==> config.mk <==
export PLATFORM = sky130hd
export DESIGN_NAME = otp_wiper_ctrl
export DESIGN_NICKNAME = d
export VERILOG_FILES = /design/src/rtl/otp_wiper_pkg.sv /design/src/rtl/otp_burn_seq.sv /design/src/rtl/otp_wiper_chan.sv /design/src/rtl/otp_wiper_ctrl.sv
export SDC_FILE = /design/constraint.sdc
export NUM_CORES = 1
export LEC_CHECK = 0
export ABC_AREA = 0
export BUFFER_PORTS_ARGS = -buffer_cell sky130_fd_sc_hd__buf_4
export CORE_MARGIN = 2
export CORE_UTILIZATION = 40
export DETAILED_ROUTE_END_ITERATION = 7
export GPL_ROUTABILITY_DRIVEN = 0
export PLACE_DENSITY = 0.59
export SLEW_MARGIN = 20
export SYNTH_ARGS = -nofsm -noshare
export SYNTH_HDL_FRONTEND = slang
export SYNTH_SLANG_ARGS = --single-unit
==> constraint.sdc <==
create_clock -name clk -period 3.2 [get_ports clk]
set_clock_uncertainty 0.2 [all_clocks]
set_input_delay 0 -clock clk [delete_from_list [all_inputs] [get_ports clk]]
set_output_delay 0 -clock clk [all_outputs]
set_load 0.02 [all_outputs]
==> src/rtl/otp_wiper_pkg.sv <==
package otp_wiper_pkg;
    localparam logic [1:0] ST_BLANK = 2'b00;
    localparam logic [1:0] ST_FATAL = 2'b10;
    localparam logic [1:0] ST_GOOD  = 2'b11;
endpackage

==> src/rtl/otp_burn_seq.sv <==
module otp_burn_seq
    import otp_wiper_pkg::*;
#(
    parameter int BURN_CYCLES = 80_000_000
) (
    input  logic       clk,
    input  logic       rst_n,
    input  logic [1:0] state_init_i,
    input  logic       start_i,
    input  logic       fuse_pass_i,
    output logic       busy_o,
    output logic       done_o,
    output logic [1:0] status_o
);
    localparam int CNT_W = (BURN_CYCLES > 2) ? $clog2(BURN_CYCLES) : 1;
    localparam logic [CNT_W-1:0] LAST = CNT_W'(BURN_CYCLES - 1);

    typedef struct packed {
        logic             busy;
        logic [CNT_W-1:0] cnt;
        logic [1:0]       status;
    } seq_t;

    seq_t seq_d, seq_q;
    logic [1:0] status_init;

    always_comb begin
        if (state_init_i == ST_BLANK)     status_init = ST_BLANK;
        else if (state_init_i == ST_GOOD) status_init = ST_GOOD;
        else                              status_init = ST_FATAL;
    end

    assign done_o = seq_q.busy && (seq_q.cnt == LAST);

    always_comb begin
        seq_d = seq_q;
        if (start_i) begin
            seq_d.busy = 1'b1;
            seq_d.cnt  = '0;
        end else if (seq_q.busy) begin
            if (done_o) begin
                seq_d.busy   = 1'b0;
                seq_d.status = fuse_pass_i ? ST_GOOD : ST_FATAL;
            end else begin
                seq_d.cnt = seq_q.cnt + 1'b1;
            end
        end
    end

    always_ff @(posedge clk) begin
        if (!rst_n) seq_q <= '{busy: 1'b0, cnt: '0, status: status_init};
        else        seq_q <= seq_d;
    end

    assign busy_o   = seq_q.busy;
    assign status_o = seq_q.status;

    AST_STATUS_LEGAL: assert property (@(posedge clk) disable iff (!rst_n)
        seq_q.status != 2'b01);
    AST_STATUS_FINAL: assert property (@(posedge clk) disable iff (!rst_n)
        (seq_q.status != ST_BLANK) |=> $stable(seq_q.status));
    AST_NO_BURN_LOCKED: assert property (@(posedge clk) disable iff (!rst_n)
        seq_q.busy |-> (seq_q.status == ST_BLANK));
    AST_WINDOW_RESULT: assert property (@(posedge clk) disable iff (!rst_n)
        $fell(seq_q.busy) |-> (seq_q.status != ST_BLANK));
endmodule

==> src/rtl/otp_wiper_chan.sv <==
module otp_wiper_chan #(
    parameter int CW = 8
) (
    input  logic          clk,
    input  logic          rst_n,
    input  logic [CW-1:0] img_i,
    input  logic          img_valid_i,
    input  logic          wr_en_i,
    input  logic          ovr_wr_i,
    input  logic          ovr_load_i,
    input  logic [CW-1:0] data_i,
    input  logic          burn_done_i,
    input  logic          burn_pass_i,
    input  logic          locked_i,
    input  logic          ovr_act_i,
    input  logic          shdn_i,
    output logic [CW-1:0] code_o,
    output logic [CW-1:0] wreg_o
);
    localparam logic [CW-1:0] MID = {1'b1, {(CW-1){1'b0}}};

    typedef struct packed {
        logic [CW-1:0] wreg;
        logic [CW-1:0] ovrv;
        logic [CW-1:0] fimg;
    } chan_t;

    chan_t ch_d, ch_q;
    logic [CW-1:0] boot_code;
    logic [CW-1:0] sel_code;

    assign boot_code = img_valid_i ? img_i : MID;

    always_comb begin
        ch_d = ch_q;
        if (wr_en_i)    ch_d.wreg = data_i;
        if (ovr_load_i) ch_d.ovrv = ch_q.fimg;
        if (ovr_wr_i)   ch_d.ovrv = data_i;
        if (burn_done_i) ch_d.fimg = burn_pass_i ? ch_q.wreg : MID;
    end

    always_ff @(posedge clk) begin
        if (!rst_n) ch_q <= '{wreg: boot_code, ovrv: boot_code, fimg: boot_code};
        else        ch_q <= ch_d;
    end

    always_comb begin
        if (!locked_i)      sel_code = ch_q.wreg;
        else if (ovr_act_i) sel_code = ch_q.ovrv;
        else                sel_code = ch_q.fimg;
    end

    assign code_o = shdn_i ? '0 : sel_code;
    assign wreg_o = ch_q.wreg;

    AST_FUSED_FROZEN: assert property (@(posedge clk) disable iff (!rst_n)
        (locked_i && !burn_done_i) |=> $stable(ch_q.fimg));
endmodule

==> src/rtl/otp_wiper_ctrl.sv <==
module otp_wiper_ctrl
    import otp_wiper_pkg::*;
#(
    parameter int NCH         = 2,
    parameter int CW          = 8,
    parameter int BURN_CYCLES = 80_000_000
) (
    input  logic              clk,
    input  logic              rst_n,
    input  logic              cmd_valid_i,
    input  logic [((NCH > 1) ? $clog2(NCH) : 1)-1:0] cmd_chan_i,
    input  logic              cmd_shdn_i,
    input  logic              cmd_prog_i,
    input  logic              cmd_ovr_i,
    input  logic [CW-1:0]     cmd_data_i,
    input  logic [1:0]        fuse_state_i,
    input  logic [NCH*CW-1:0] fuse_img_i,
    input  logic              fuse_pass_i,
    output logic              burn_en_o,
    output logic [NCH*CW-1:0] burn_data_o,
    output logic              busy_o,
    output logic [1:0]        status_o,
    output logic              shdn_o,
    output logic [NCH*CW-1:0] code_o
);
    localparam int CH_W = (NCH > 1) ? $clog2(NCH) : 1;

    typedef struct packed {
        logic shdn;
        logic ovr;
    } ctl_t;

    ctl_t ctl_d, ctl_q;
    logic busy, done, locked, acc, norm, start;
    logic [1:0] status;

    otp_burn_seq #(.BURN_CYCLES(BURN_CYCLES)) u_seq (
        .clk         (clk),
        .rst_n       (rst_n),
        .state_init_i(fuse_state_i),
        .start_i     (start),
        .fuse_pass_i (fuse_pass_i),
        .busy_o      (busy),
        .done_o      (done),
        .status_o    (status)
    );

    assign locked = (status != ST_BLANK);
    assign acc    = cmd_valid_i && !busy;
    assign norm   = acc && !cmd_prog_i;
    assign start  = acc && cmd_prog_i && !locked;

    always_comb begin
        ctl_d = ctl_q;
        if (start) begin
            ctl_d.ovr = 1'b0;
        end else if (norm) begin
            ctl_d.shdn = cmd_shdn_i;
            ctl_d.ovr  = cmd_ovr_i;
        end
    end

    always_ff @(posedge clk) begin
        if (!rst_n) ctl_q <= '{shdn: 1'b0, ovr: 1'b0};
        else        ctl_q <= ctl_d;
    end

    for (genvar g = 0; g < NCH; g++) begin : g_ch
        logic hit;
        assign hit = norm && (cmd_chan_i == CH_W'(g));

        otp_wiper_chan #(.CW(CW)) u_ch (
            .clk        (clk),
            .rst_n      (rst_n),
            .img_i      (fuse_img_i[g*CW +: CW]),
            .img_valid_i(fuse_state_i == ST_GOOD),
            .wr_en_i    (hit && !(locked && cmd_ovr_i)),
            .ovr_wr_i   (hit && locked && cmd_ovr_i),
            .ovr_load_i (norm && locked && cmd_ovr_i && !ctl_q.ovr),
            .data_i     (cmd_data_i),
            .burn_done_i(done),
            .burn_pass_i(fuse_pass_i),
            .locked_i   (locked),
            .ovr_act_i  (ctl_q.ovr),
            .shdn_i     (ctl_q.shdn),
            .code_o     (code_o[g*CW +: CW]),
            .wreg_o     (burn_data_o[g*CW +: CW])
        );
    end

    assign burn_en_o = busy;
    assign busy_o    = busy;
    assign status_o  = status;
    assign shdn_o    = ctl_q.shdn;

    AST_BUSY_FREEZES_MODES: assert property (@(posedge clk) disable iff (!rst_n)
        busy |=> ($stable(ctl_q.shdn) && $stable(ctl_q.ovr)));
    AST_FUSED_OUTPUT_HOLD: assert property (@(posedge clk) disable iff (!rst_n)
        (locked && !ctl_q.ovr && !ctl_q.shdn) |=> (ctl_q.ovr || ctl_q.shdn || $stable(code_o)));
endmodule

* Word-level counts from Yosys, hierarchy flattened *
Cells that the tools add are included.

cells by class
  add/subtract/negate cells = 1
  equality and inequality tests = 9
  muxes and demuxes = 30
  bitwise gates (word level) = 4
  reductions and logical operators = 28

operators with widths
  operator                                       count
  2-to-1 mux 8 bit                               18
  2-to-1 mux 24 bit                              2
  2-to-1 mux 30 bit                              1
  2-to-1 mux 28 bit                              1
  adder 27 x 1 -> 27 bit, second input constant  1
  equality test 27 bit, second input constant    1
  2-to-1 mux 27 bit                              1
  logical AND 1 bit                              17
  2-to-1 mux 2 bit                               4
  != test 2 x 1 -> 1 bit, second input constant  4
  != test 3 x 1 -> 1 bit, second input constant  2
  logical NOT 1 bit                              5
  NOT 1 bit                                      4
  AND reduction 2 bit                            2
  2-to-1 mux 1 bit                               3
  AND reduction 3 bit                            1
  equality test 2 bit, second input constant     1
  logical NOT 2 bit                              1
  != test 2 bit, second input constant           1
  nonzero test 2 bit                             1
  OR reduction 2 bit                             1

word-level totals
  bits in registers = 80
  input port bits = 34
  output and inout port bits = 37
  logic and storage cells = 83

* Logic depth before layout (Yosys ltp) *
  word-level depth = 9
  gate-level depth with buffers = 7

* Modules after synthesis *
From an unflattened synthesis, not the netlist that was laid out.

second synthesis, totals
  cell total of the unflattened synthesis = 452
  area, all modules = 4394.2 sq um

modules (own cells, without submodules)
  module          instances  cells an instance  area an instance (sq um)
  otp_wiper_chan  2          128                1372.6
  otp_burn_seq    1          172                1483.9
  otp_wiper_ctrl  1          24                 165.2

* Worst setup path before layout *
OpenSTA, ideal clock, no wires.

  path kind = reg2reg
  start point = register u_seq.seq_q[2] (netlist name)
  end point = register g_ch[0].u_ch.ch_q[0] (netlist name), enable pin
  data arrival time = 1.856 ns
  setup slack = 0.773 ns
  cell stages (with the launch flop) = 8
  period minus slack after synthesis = 2.427 ns
  path through = dfxtp_1 > ha_1 > nand2_1 > or3_4 > nor3_2 > buf_4 > nand2_1 > nand2_1

on the way
  cells in the longest elaborated chain, start to end = 3

RTL lines
  element                           RTL line              text
  start, declared                   otp_burn_seq.sv:24    seq_t seq_d, seq_q;
  start signal, assigned            otp_burn_seq.sv:51    if (!rst_n) seq_q <= '{busy: 1'b0, cnt: '0, status: status_init};
  start signal, assigned            otp_burn_seq.sv:52    else seq_q <= seq_d;
  equality test 27 bit              otp_burn_seq.sv:33    assign done_o = seq_q.busy && (seq_q.cnt == LAST);
  logical AND 1 bit                 otp_burn_seq.sv:33
  != test 2 x 1 -> 1 bit (no line)  -
  end signal, assigned              otp_wiper_chan.sv:43  if (!rst_n) ch_q <= '{wreg: boot_code, ovrv: boot_code, fimg: boot_code};
  end signal, assigned              otp_wiper_chan.sv:44  else ch_q <= ch_d;
  end, declared                     otp_wiper_chan.sv:28  chan_t ch_d, ch_q;

No other way between the ends.
A chain may end at the register's enable or synchronous reset.

==> results.md <==
* Main flop type after synthesis: edfxtp_1
* Setup_tns at 0 ns
* CTS tree: built
* Num rows at 37
* Setup slack, reg-to-reg at 0.61 ns
* Num ports at 71
* Final Cycle Share at 80.9%
* Worst EP arrival at 2.68 ns
* Setup ws final at 0.610 ns
* Pre-Repair DR Iteration Count at 4
* WL/cell at 16.6 um
* Hold depth at 3
* Die width at 107 um
* Critical setup path kind: reg -> reg
* Worst setup SP type: register
* Nets at 521
* Worst r2r path cells at 4
* EDFF count, synth at 50
* Post-synth cell types at 46
* Outcome: complete, no violations
* CP max FO at 18
* Maximum vdd drop at 0.266 mV
* Worst r2r dst: shdn_o$_SDFFE_PN0P_
* GR Util All Layers at 18.3%
* Synthesized instance count at 393
* Leak at 2.06 nW
* FILL cells at 901
* Largest net degree at the start of global routing at 48
* Synth top area share at 35.4%
* Post-synthesis sequential area ratio at 49.5%
* Syn_nets at 428
* Most common cell in the netlist: edfxtp_1
* Vias post-DR at 3,395
* Post-synth top cells: edfxtp_1 (50), a22o_1 (42), nor2_1 (38)
* Clock latency on the worst-skew pair at 0.35 ns
* Post-route DRC at 0
* Vias in the first global route at 3,245
* Clock sink total at 80
* Final WL at 10,400 um
* Detailed Route Iter0 Violations at 194
* Synthesized area at 4240 um^2
* Share of cells above drive strength 1 at 21.6%
* Worst Tran Pin Value at 0.845 ns
* Warnings from Yosys at 0
* Max-slew violation count at 0
* Multi-input gate area at 1870 um^2
* CTS H-Tree Depth at 3
* First-pass GRT wire length at 16,400 um
* Worst Setup EP: shdn_o$_SDFFE_PN0P_
* N_diodes at 0
* Root Buffer: clkbuf_8
* Post-DP HPWL at 6790 um
* Class of the worst hold path: in -> reg
* Post-CTS setup buffers at 0
* Initial Util at 41.1%
* Synth top area cells: edfxtp_1 (35%), dfxtp_1 (14%), a22o_1 (8.7%)
* Worst r2r src: shdn_o$_SDFFE_PN0P_
* Reg area at 2100 um^2
* Worst endpoint required time at 3.29 ns
* Die height at 107 um
* Clk slew on worst S/H paths at 0.09 ns
* Global route overflow at 0
* Maximum capacitance violations at 0
* Tmin final at 2.59 ns
* Core area at 10,300 um^2
* Element type at the critical path end: register
* Synth area leader: edfxtp_1
* # setup viols final at 0
* Synth async-reset ratio at 0%
* CTS buffer count at 9
* Rel. slew slack at 43.6%
* Fin util at 52.7%
* Mapped Avg Cell Area at 10.8 um^2
* P&R area growth vs syn at 28.2%
* Hold Slack at 0.0457 ns
* Max Fclk at 386 MHz
* Area of the die at 11,400 um^2
* Synth Register Bits at 80
* CP Launch Point: shdn_o$_SDFFE_PN0P_
* Initial antenna violation count at 0
* Pwr Density at 436 nW/um^2
* Vias/cell at 5.41
* DRT antenna net count at 0
* Buffers on Ports at 70
* Pre-CTS setup slack at 0.856 ns
* Final hold viol count at 0
* RSZ-0062 raised after global routing: no
* Max clock buf depth at 2
## logic make-up (layout without fill, tap and decap cells)
logic type / Yosys count / in the layout / share of synthesized area, %
compound gates: 91 / 91 / 15.9
xor+xnor: 15 / 15 / 3.10
fa+ha+maj: 1 / 1 / 0.295
flops: 80 / 80 / 49.5
buf+inv: 49 / 147 / 6.37
simple gates: 122 / 122 / 16.2
mux: 35 / 35 / 8.67
## placed cells by master (no fill, tap or decap), drive strengths merged, types with 2 or more instances in the layout
cell type     n
and3          4
dlygate4sd3  46
and2          5
or3          10
nor4          2
nor3          5
a211oi       16
o21ai        15
xor2          7
nand2        20
nor2b         3
inv           5
xnor2         8
a22o         42
clkbuf       13
and4          8
mux2         14
nand3        10
a21oi        12
dfxtp        30
nand4         8
edfxtp       50
nor4b         3
mux2i        21
nor2         39
buf          81
## worst min-delay path by stage
stage               start                                to  slack [ns]
2_1_floorplan   cmd_ovr_i             ctl_q[0]$_SDFFE_PP0N_       -0.05
6_report       cmd_chan_i  g_ch[0].u_ch.wreg_o[6]$_DFFE_PP_        0.05
3_5_place_dp   cmd_shdn_i               shdn_o$_SDFFE_PN0P_        0.06
4_1_cts        cmd_chan_i  g_ch[0].u_ch.wreg_o[4]$_DFFE_PP_        0.04
3_3_place_gp   cmd_shdn_i               shdn_o$_SDFFE_PN0P_        0.06
5_1_grt        cmd_chan_i  g_ch[0].u_ch.wreg_o[6]$_DFFE_PP_        0.04
## final cells by class
class / count / share of cell area [%]
repair buffers: 127 / 19.6
inverters: 4 / 0.276
clock buffers: 13 / 3.54
multi-input cells: 264 / 34.4
well taps: 136 / 3.13
flip-flops and latches: 80 / 38.6
clock inverters: 3 / 0.345
## per-layer routing
layer / part of all wire, % / track usage [%] / wire, um / up-vias
li1: - / - / - / 1652
met1: 44 / 23.7 / 4550 / 1635
met2: 50 / 31.5 / 5230 / 100
met3: 5.1 / 3.04 / 533 / 8
met4: 0.96 / 5.66 / 100 / 0
met5: 0 / 0 / 0 / -
## per-stage QoR
| step | instances | cell area (um^2) | power (mW) |
|---|---|---|---|
| global placement | 565 | 4770 | 1.57 |
| CTS | 627 | 5440 | 2.38 |
| global route | 627 | 5440 | 2.47 |
| floorplan | 393 | 4240 | 1.43 |
| detailed placement | 565 | 4770 | 1.57 |
| finish | 627 | 5440 | 2.37 |
## flip-flops by register name, indices dropped and copies added, names as in the netlist
name,flops
g_ch.u_ch.ch_q,32
ctl_q,1
shdn_o,1
u_seq.busy_o,1
u_seq.status_o,2
g_ch.u_ch.wreg_o,16
u_seq.seq_q,27
## critical path, cell delays in order, from the launching register on
cell and delay (ns):
dfxtp_1 0.88, mux2i_1 0.17, dlygate4sd3_1 0.62, nor2b_1 0.10, dlygate4sd3_1 0.57
## report_power, final
group          internal [mW]  switching (mW)
registers               1.15          0.0336
logic                  0.198           0.210
clock network          0.401           0.376
total                   1.75           0.620
## timing repair
| action | in CTS | in global routing |
|---|---|---|
| hold endpoints to repair | 52 | 0 |
| gates resized for setup | 0 | 0 |
| hold buffers | 46 | 0 |
No activity file was read; power rests on OpenSTA's default activity.
